## src/rtl/crt_pkg.sv

```systemverilog
package crt_pkg;

    typedef enum logic [1:0] {
        PAT_DARK  = 2'd0,
        PAT_BARS  = 2'd1,
        PAT_SOLID = 2'd2,
        PAT_SPARE = 2'd3
    } pattern_e;

    typedef struct packed {
        logic hdrive_n;
        logic vdrive_n;
        logic video;
    } drive_t;

    localparam int DEF_LINE_TICKS   = 50;
    localparam int DEF_HDRIVE_TICKS = 15;
    localparam int DEF_FRAME_LINES  = 400;
    localparam int DEF_VDRIVE_LINES = 16;
    localparam int DEF_VDRIVE_DELAY = 9;
    localparam int DEF_VIDEO_START  = 10;
    localparam int DEF_ACTIVE_FIRST = 80;
    localparam int DEF_ACTIVE_LINES = 250;
    localparam int DEF_ROW_LINES    = 10;
    localparam int DEF_LIT_LINES    = 8;
    localparam int DEF_BAR_TICKS    = 4;

    // Bar phase: even bar index is lit.
    function automatic logic bar_lit(input int offset, input int bar_ticks);
        return ((offset / bar_ticks) % 2) == 0;
    endfunction

endpackage

```

## src/rtl/crt_tick_ctr.sv

```systemverilog
module crt_tick_ctr #(
    parameter int LINE_TICKS = 50,
    localparam int TW = $clog2(LINE_TICKS)
) (
    input  logic          clk,
    input  logic          rst,
    input  logic          tick_en,
    output logic [TW-1:0] tick_q,
    output logic          line_end
);
    localparam logic [TW-1:0] TICK_LAST = TW'(LINE_TICKS - 1);

    assign line_end = tick_en && (tick_q == TICK_LAST);

    always_ff @(posedge clk) begin
        if (rst) begin
            tick_q <= '0;
        end else if (tick_en) begin
            if (tick_q == TICK_LAST) tick_q <= '0;
            else                     tick_q <= tick_q + TW'(1);
        end
    end
endmodule

```

## src/rtl/crt_line_ctr.sv

```systemverilog
module crt_line_ctr #(
    parameter int FRAME_LINES  = 400,
    parameter int ACTIVE_FIRST = 80,
    parameter int ROW_LINES    = 10,
    localparam int LW = $clog2(FRAME_LINES),
    localparam int RW = $clog2(ROW_LINES)
) (
    input  logic          clk,
    input  logic          rst,
    input  logic          line_end,
    output logic [LW-1:0] line_q,
    output logic [RW-1:0] row_q,
    output logic          frame_end
);
    localparam logic [LW-1:0] LINE_LAST  = LW'(FRAME_LINES - 1);
    localparam logic [LW-1:0] PRE_ACTIVE = LW'(ACTIVE_FIRST - 1);
    localparam logic [RW-1:0] ROW_LAST   = RW'(ROW_LINES - 1);

    assign frame_end = line_end && (line_q == LINE_LAST);

    always_ff @(posedge clk) begin
        if (rst) begin
            line_q <= '0;
            row_q  <= '0;
        end else if (line_end) begin
            if (line_q == LINE_LAST) line_q <= '0;
            else                     line_q <= line_q + LW'(1);
            // Row position restarts as the first active line begins.
            if (line_q == PRE_ACTIVE || row_q == ROW_LAST) row_q <= '0;
            else                                           row_q <= row_q + RW'(1);
        end
    end
endmodule

```

## src/rtl/crt_pattern_gen.sv

```systemverilog
module crt_pattern_gen
    import crt_pkg::*;
#(
    parameter int LINE_TICKS   = 50,
    parameter int FRAME_LINES  = 400,
    parameter int VIDEO_START  = 10,
    parameter int ACTIVE_FIRST = 80,
    parameter int ACTIVE_LINES = 250,
    parameter int ROW_LINES    = 10,
    parameter int LIT_LINES    = 8,
    parameter int BAR_TICKS    = 4,
    localparam int TW = $clog2(LINE_TICKS),
    localparam int LW = $clog2(FRAME_LINES),
    localparam int RW = $clog2(ROW_LINES)
) (
    input  logic          clk,
    input  logic          rst,
    input  logic          frame_end,
    input  logic [1:0]    pat_sel,
    input  logic [TW-1:0] tick_q,
    input  logic [LW-1:0] line_q,
    input  logic [RW-1:0] row_q,
    output pattern_e      pat_q,
    output logic          video
);
    localparam logic [LW-1:0] FIRST_L = LW'(ACTIVE_FIRST);
    localparam logic [LW-1:0] END_L   = LW'(ACTIVE_FIRST + ACTIVE_LINES);
    localparam logic [TW-1:0] START_T = TW'(VIDEO_START);
    localparam logic [RW-1:0] LIT_R   = RW'(LIT_LINES);

    logic in_lines, in_ticks, lit_row, pat_lit;

    always_ff @(posedge clk) begin
        if (rst)            pat_q <= PAT_DARK;
        else if (frame_end) pat_q <= pattern_e'(pat_sel);
    end

    always_comb begin
        in_lines = (line_q >= FIRST_L) && (line_q < END_L);
        in_ticks = (tick_q >= START_T);
        lit_row  = (row_q < LIT_R);
        unique case (pat_q)
            PAT_BARS:  pat_lit = bar_lit(int'(tick_q) - VIDEO_START, BAR_TICKS);
            PAT_SOLID: pat_lit = 1'b1;
            default:   pat_lit = 1'b0;
        endcase
        video = in_lines && in_ticks && lit_row && pat_lit;
    end
endmodule

```

## src/rtl/crt_drive_gen.sv

```systemverilog
module crt_drive_gen
    import crt_pkg::*;
#(
    parameter int LINE_TICKS   = DEF_LINE_TICKS,
    parameter int HDRIVE_TICKS = DEF_HDRIVE_TICKS,
    parameter int FRAME_LINES  = DEF_FRAME_LINES,
    parameter int VDRIVE_LINES = DEF_VDRIVE_LINES,
    parameter int VDRIVE_DELAY = DEF_VDRIVE_DELAY,
    parameter int VIDEO_START  = DEF_VIDEO_START,
    parameter int ACTIVE_FIRST = DEF_ACTIVE_FIRST,
    parameter int ACTIVE_LINES = DEF_ACTIVE_LINES,
    parameter int ROW_LINES    = DEF_ROW_LINES,
    parameter int LIT_LINES    = DEF_LIT_LINES,
    parameter int BAR_TICKS    = DEF_BAR_TICKS
) (
    input  logic       clk,
    input  logic       rst,
    input  logic       tick_en,
    input  logic [1:0] pat_sel,
    output logic       hdrive_n,
    output logic       vdrive_n,
    output logic       video
);
    localparam int TW = $clog2(LINE_TICKS);
    localparam int LW = $clog2(FRAME_LINES);
    localparam int RW = $clog2(ROW_LINES);
    localparam logic [TW-1:0] H_T  = TW'(HDRIVE_TICKS);
    localparam logic [TW-1:0] D_T  = TW'(VDRIVE_DELAY);
    localparam logic [LW-1:0] VL_L = LW'(VDRIVE_LINES);

    logic [TW-1:0] tick_q;
    logic [LW-1:0] line_q;
    logic [RW-1:0] row_q;
    logic          line_end, frame_end, video_raw;
    pattern_e      pat_q;
    drive_t        drv;

    crt_tick_ctr #(.LINE_TICKS(LINE_TICKS)) u_tick (
        .clk(clk), .rst(rst), .tick_en(tick_en),
        .tick_q(tick_q), .line_end(line_end)
    );

    crt_line_ctr #(
        .FRAME_LINES(FRAME_LINES), .ACTIVE_FIRST(ACTIVE_FIRST), .ROW_LINES(ROW_LINES)
    ) u_line (
        .clk(clk), .rst(rst), .line_end(line_end),
        .line_q(line_q), .row_q(row_q), .frame_end(frame_end)
    );

    crt_pattern_gen #(
        .LINE_TICKS(LINE_TICKS), .FRAME_LINES(FRAME_LINES), .VIDEO_START(VIDEO_START),
        .ACTIVE_FIRST(ACTIVE_FIRST), .ACTIVE_LINES(ACTIVE_LINES), .ROW_LINES(ROW_LINES),
        .LIT_LINES(LIT_LINES), .BAR_TICKS(BAR_TICKS)
    ) u_pat (
        .clk(clk), .rst(rst), .frame_end(frame_end), .pat_sel(pat_sel),
        .tick_q(tick_q), .line_q(line_q), .row_q(row_q),
        .pat_q(pat_q), .video(video_raw)
    );

    // Vertical pulse spans the frame start, offset from the line start.
    always_comb begin
        drv.hdrive_n = !(tick_q < H_T);
        drv.vdrive_n = !(((line_q == '0) && (tick_q >= D_T)) ||
                         ((line_q != '0) && (line_q < VL_L)) ||
                         ((line_q == VL_L) && (tick_q < D_T)));
        drv.video    = video_raw;
    end

    assign hdrive_n = drv.hdrive_n;
    assign vdrive_n = drv.vdrive_n;
    assign video    = drv.video;
endmodule

```

## config.mk

```make
export PLATFORM = sky130hd
export DESIGN_NAME = crt_drive_gen
export DESIGN_NICKNAME = d
export VERILOG_FILES = /design/src/rtl/crt_pkg.sv /design/src/rtl/crt_tick_ctr.sv /design/src/rtl/crt_line_ctr.sv /design/src/rtl/crt_pattern_gen.sv /design/src/rtl/crt_drive_gen.sv
export SDC_FILE = /design/constraint.sdc
export NUM_CORES = 1
export LEC_CHECK = 0
export BUFFER_PORTS_ARGS = -buffer_cell sky130_fd_sc_hd__buf_4
export CORE_UTILIZATION = 35
export CTS_CLUSTER_SIZE = 16
export DETAILED_ROUTE_END_ITERATION = 7
export SLEW_MARGIN = 0
export SYNTH_ARGS = -nofsm -noshare
export SYNTH_HDL_FRONTEND = slang
export SYNTH_SLANG_ARGS = --single-unit
```

## constraint.sdc

```tcl
create_clock -name clk -period 2.6 [get_ports clk]
set_clock_uncertainty 0.2 [all_clocks]
set_input_delay 0.26 -clock clk [delete_from_list [all_inputs] [get_ports clk]]
set_output_delay 0.26 -clock clk [all_outputs]
set_load 0.01 [all_outputs]
```

==> impl_results.md <==
- GRT met2 Usage: a little over a quarter
- Largest fanout on the critical path: 6
- XOR/XNOR Fraction of Synth Area: a little under a tenth
- Mux cell area share after synthesis: ~3%
- Kind of critical path: reg2out
- First-pass GRT wire length: about 4.9 mm
- Core region area: 3468 um2
- Setup TNS: 0 ns
- Fin crit share: 86.67%
- Fin Hold WS: approximately 0.04 ns
- TritonCTS clock tree: yes
- Die area: 4006 um2
- Worst EP required: 2.14 ns
- Max rail drop VDD: 0.2652 mV
- Fill cells: ~370
- Clock H-tree levels: 1
- Num ports: 8
- Maximum clock insertion buffer count: 2
- Clock latency on the worst-skew pair: ~0.25 ns
- Top_reg_cell synth: dfxtp_1
- Global routing's busiest layer: met2
- Met3 GRT Util: roughly 4.5%
- Ys Warns: 0
- P_leak: between 0.5 and 0.6 nW
- Asr flop ratio synth: 0%
- Layout cells sized above 1: 8.589%
- Post-Syn Area: 1315 um2
- Slew headroom: approximately 69%
- Layout Nets: approximately 180
- # DRC: 0
- Tmin final: roughly 2.3 ns
- Endpoints failing hold: 0
- Cts bufs inserted: 3
- DP Wirelength: around 2.2 mm
- Crit end category: output port
- Post-synth EDFFs: 0
- IO Port Bufs: 7
- Largest net degree at the start of global routing: 12
- Post-Syn Nets: 174
- Final setup fails: 0
- Fin area: 1441 um2
- Synth Area in Adders: 11.42%
- Initial drt markers: 45
- Final Routed Wirelength: between 2 and 3 mm
- Startpoint Class: flip-flop
- Crit path arrival time: 1.79 ns
- Die Wd: 63.30 um
- Vias in the first global route: 1078
- Mean Syn Cell Area: between 8 and 9 um2
- Post-synthesis sequential area ratio: 31.97%
- Placed cell area: 1396 um2
- Vias/cell: roughly 5.2
- Root buffer cell: clkbuf_8
- FMAX: around 440 MHz
- GRT Overall Usage: 15.82%
- Cts-stage hold buffer count: 0
- RSZ-0062 raised after global routing: false
- Synthesized instance count: between 150 and 200
- Routability congestion estimate: approximately 0.85
- Slew @ Worst Pin: between 0.4 and 0.5 ns
- Maxcap violations: 0
- Antenna diode instance count: 0
- Post-synthesis compound-gate area fraction: under 10%
- TritonRoute pass-1 iters: 4
- Pins over their slew limit: 0
- CTS clk-pin slew, worst paths: about 0.070 ns
- Site Rows: 21
- TritonCTS Sinks: 21
- Unique cell type count in the Yosys netlist: 40
- Met1 Usage GRT: between 10% and 20%
- Cell Pwr Density: roughly 400 nW/um2
- Main combinational cell family by area after synthesis: simple AND/OR/NAND/NOR gates
- Post-CTS resize count: 0
- DR WL/cell: 13.80 um
- #FFs+latches synth: 21
- DRT antenna net count: 0
- Via Count: ~1100
- Layout area overhead: 9.610%
- Initial core utilization: 37.91%
- Total gr overflow: 0
- Simple-gate share of the synthesized area: 29.31%
- Postcts setup bufs: 0
- Status: finished clean
- Die Ht: 63.30 um
- Initial antenna violation count: 0
- Worst min path class: in2reg
-- sequential cells by signal (all words and copies together), names as in the netlist --
register / flops
u_line.row_q: 4
u_line.line_q: 9
u_tick.tick_q: 6
u_pat.pat_q: 2
-- power by group --
part | leakage (nW) | switching [mW] | internal [mW] | total (mW)
logic | 0.366 | 0.0216 | 0.0181 | 0.0397
registers | 0.169 | 0.00596 | 0.325 | 0.331
clock network | 0.0228 | 0.100 | 0.109 | 0.209
-- stage by stage --
step	power [mW]	setup WS, ns	utilization [%]	cells
floorplan	0.3643	0.8792	-	157
global placement	0.3749	0.6658	40.26	205
detailed placement	0.3779	0.6495	40.26	205
CTS	0.5883	0.3625	41.56	209
global route	0.6057	0.1918	41.56	209
finish	0.5796	0.3467	41.56	209
-- area by class of cell --
class	count	area, um2	area share (%)
Multi-Input combinational cell	120	824.5	57.20
Tap cell	46	57.56	3.993
Inverter	11	41.29	2.865
Clock buffer	4	45.04	3.125
Timing Repair Buffer	7	52.55	3.646
Sequential cell	21	420.4	29.17
-- per-layer routing --
metal	part of all wire, %	routed length, um	vias up
li1	-	-	557
met1	47	1350	522
met2	48	1397	14
met3	3.3	94	4
met4	1.5	44	0
met5	0	0	-
-- cells in the final DEF (no fill, tap or decap), types with 4 or more instances in the layout --
cell	n
xnor2_1	11
o21ai_0	7
nand2_1	10
buf_4	7
nand3_1	8
mux2i_1	4
inv_1	11
nor2_1	17
ha_1	12
nor4_1	6
nand2b_1	6
dfxtp_1	21
-- cell usage after synthesis (2+ instances only) --
master    number  area (um2)
a21o_1         2       15.01
a21oi_1        3       15.01
a31oi_1        2       12.51
and4_1         2       17.52
clkbuf_1       2       7.510
dfxtp_1       21       420.4
ha_1          12       150.1
inv_1         11       41.29
mux2i_1        4       40.04
nand2_1       10       37.54
nand2b_1       6       37.54
nand3_1        8       40.04
nand3b_1       2       15.01
nand4_1        3       18.77
nor2_1        17       63.81
nor3_1         3       15.01
nor4_1         6       37.54
o21ai_0        7       35.03
o31ai_1        2       15.01
or3_1          2       12.51
xnor2_1       11       96.34
xor2_1         3       26.28
-- logic make-up (layout without fill, tap and decap cells) --
kind of cell,count (synthesis),in the layout
and+or+nand+nor,70,70
DFF,21,21
AOI/OAI and AO/OA,20,20
buffers and inverters,16,22
muxes,4,4
xor gates and xnor gates,14,14
adders and majority gates,12,12
-- path summary, 6_finish.rpt --
path | startpoint | endpoint | depth (start not counted) | slack [ns]
worst max register to register | u_tick.tick_q[1]$_SDFFE_PP0P_ | u_line.line_q[4]$_SDFFE_PP0P_ | 6 | 0.63
worst min-delay path | rst | u_line.line_q[1]$_SDFFE_PP0P_ | 2 | 0.04
worst max-delay path | u_tick.tick_q[1]$_SDFFE_PP0P_ | vdrive_n | 6 | 0.35
worst min register to register | u_pat.pat_q[0]$_SDFFE_PP0P_ | u_pat.pat_q[0]$_SDFFE_PP0P_ | 2 | 0.30
-- worst max-delay path, stage by stage, from the launching register on --
cell and delay (ns):
dfxtp_1 0.44, inv_1 0.12, ha_1 0.23, o31ai_1 0.27, a31oi_1 0.13, o21ai_0 0.20, buf_4 0.16
Note: power is estimated with default switching activity, not from simulation.
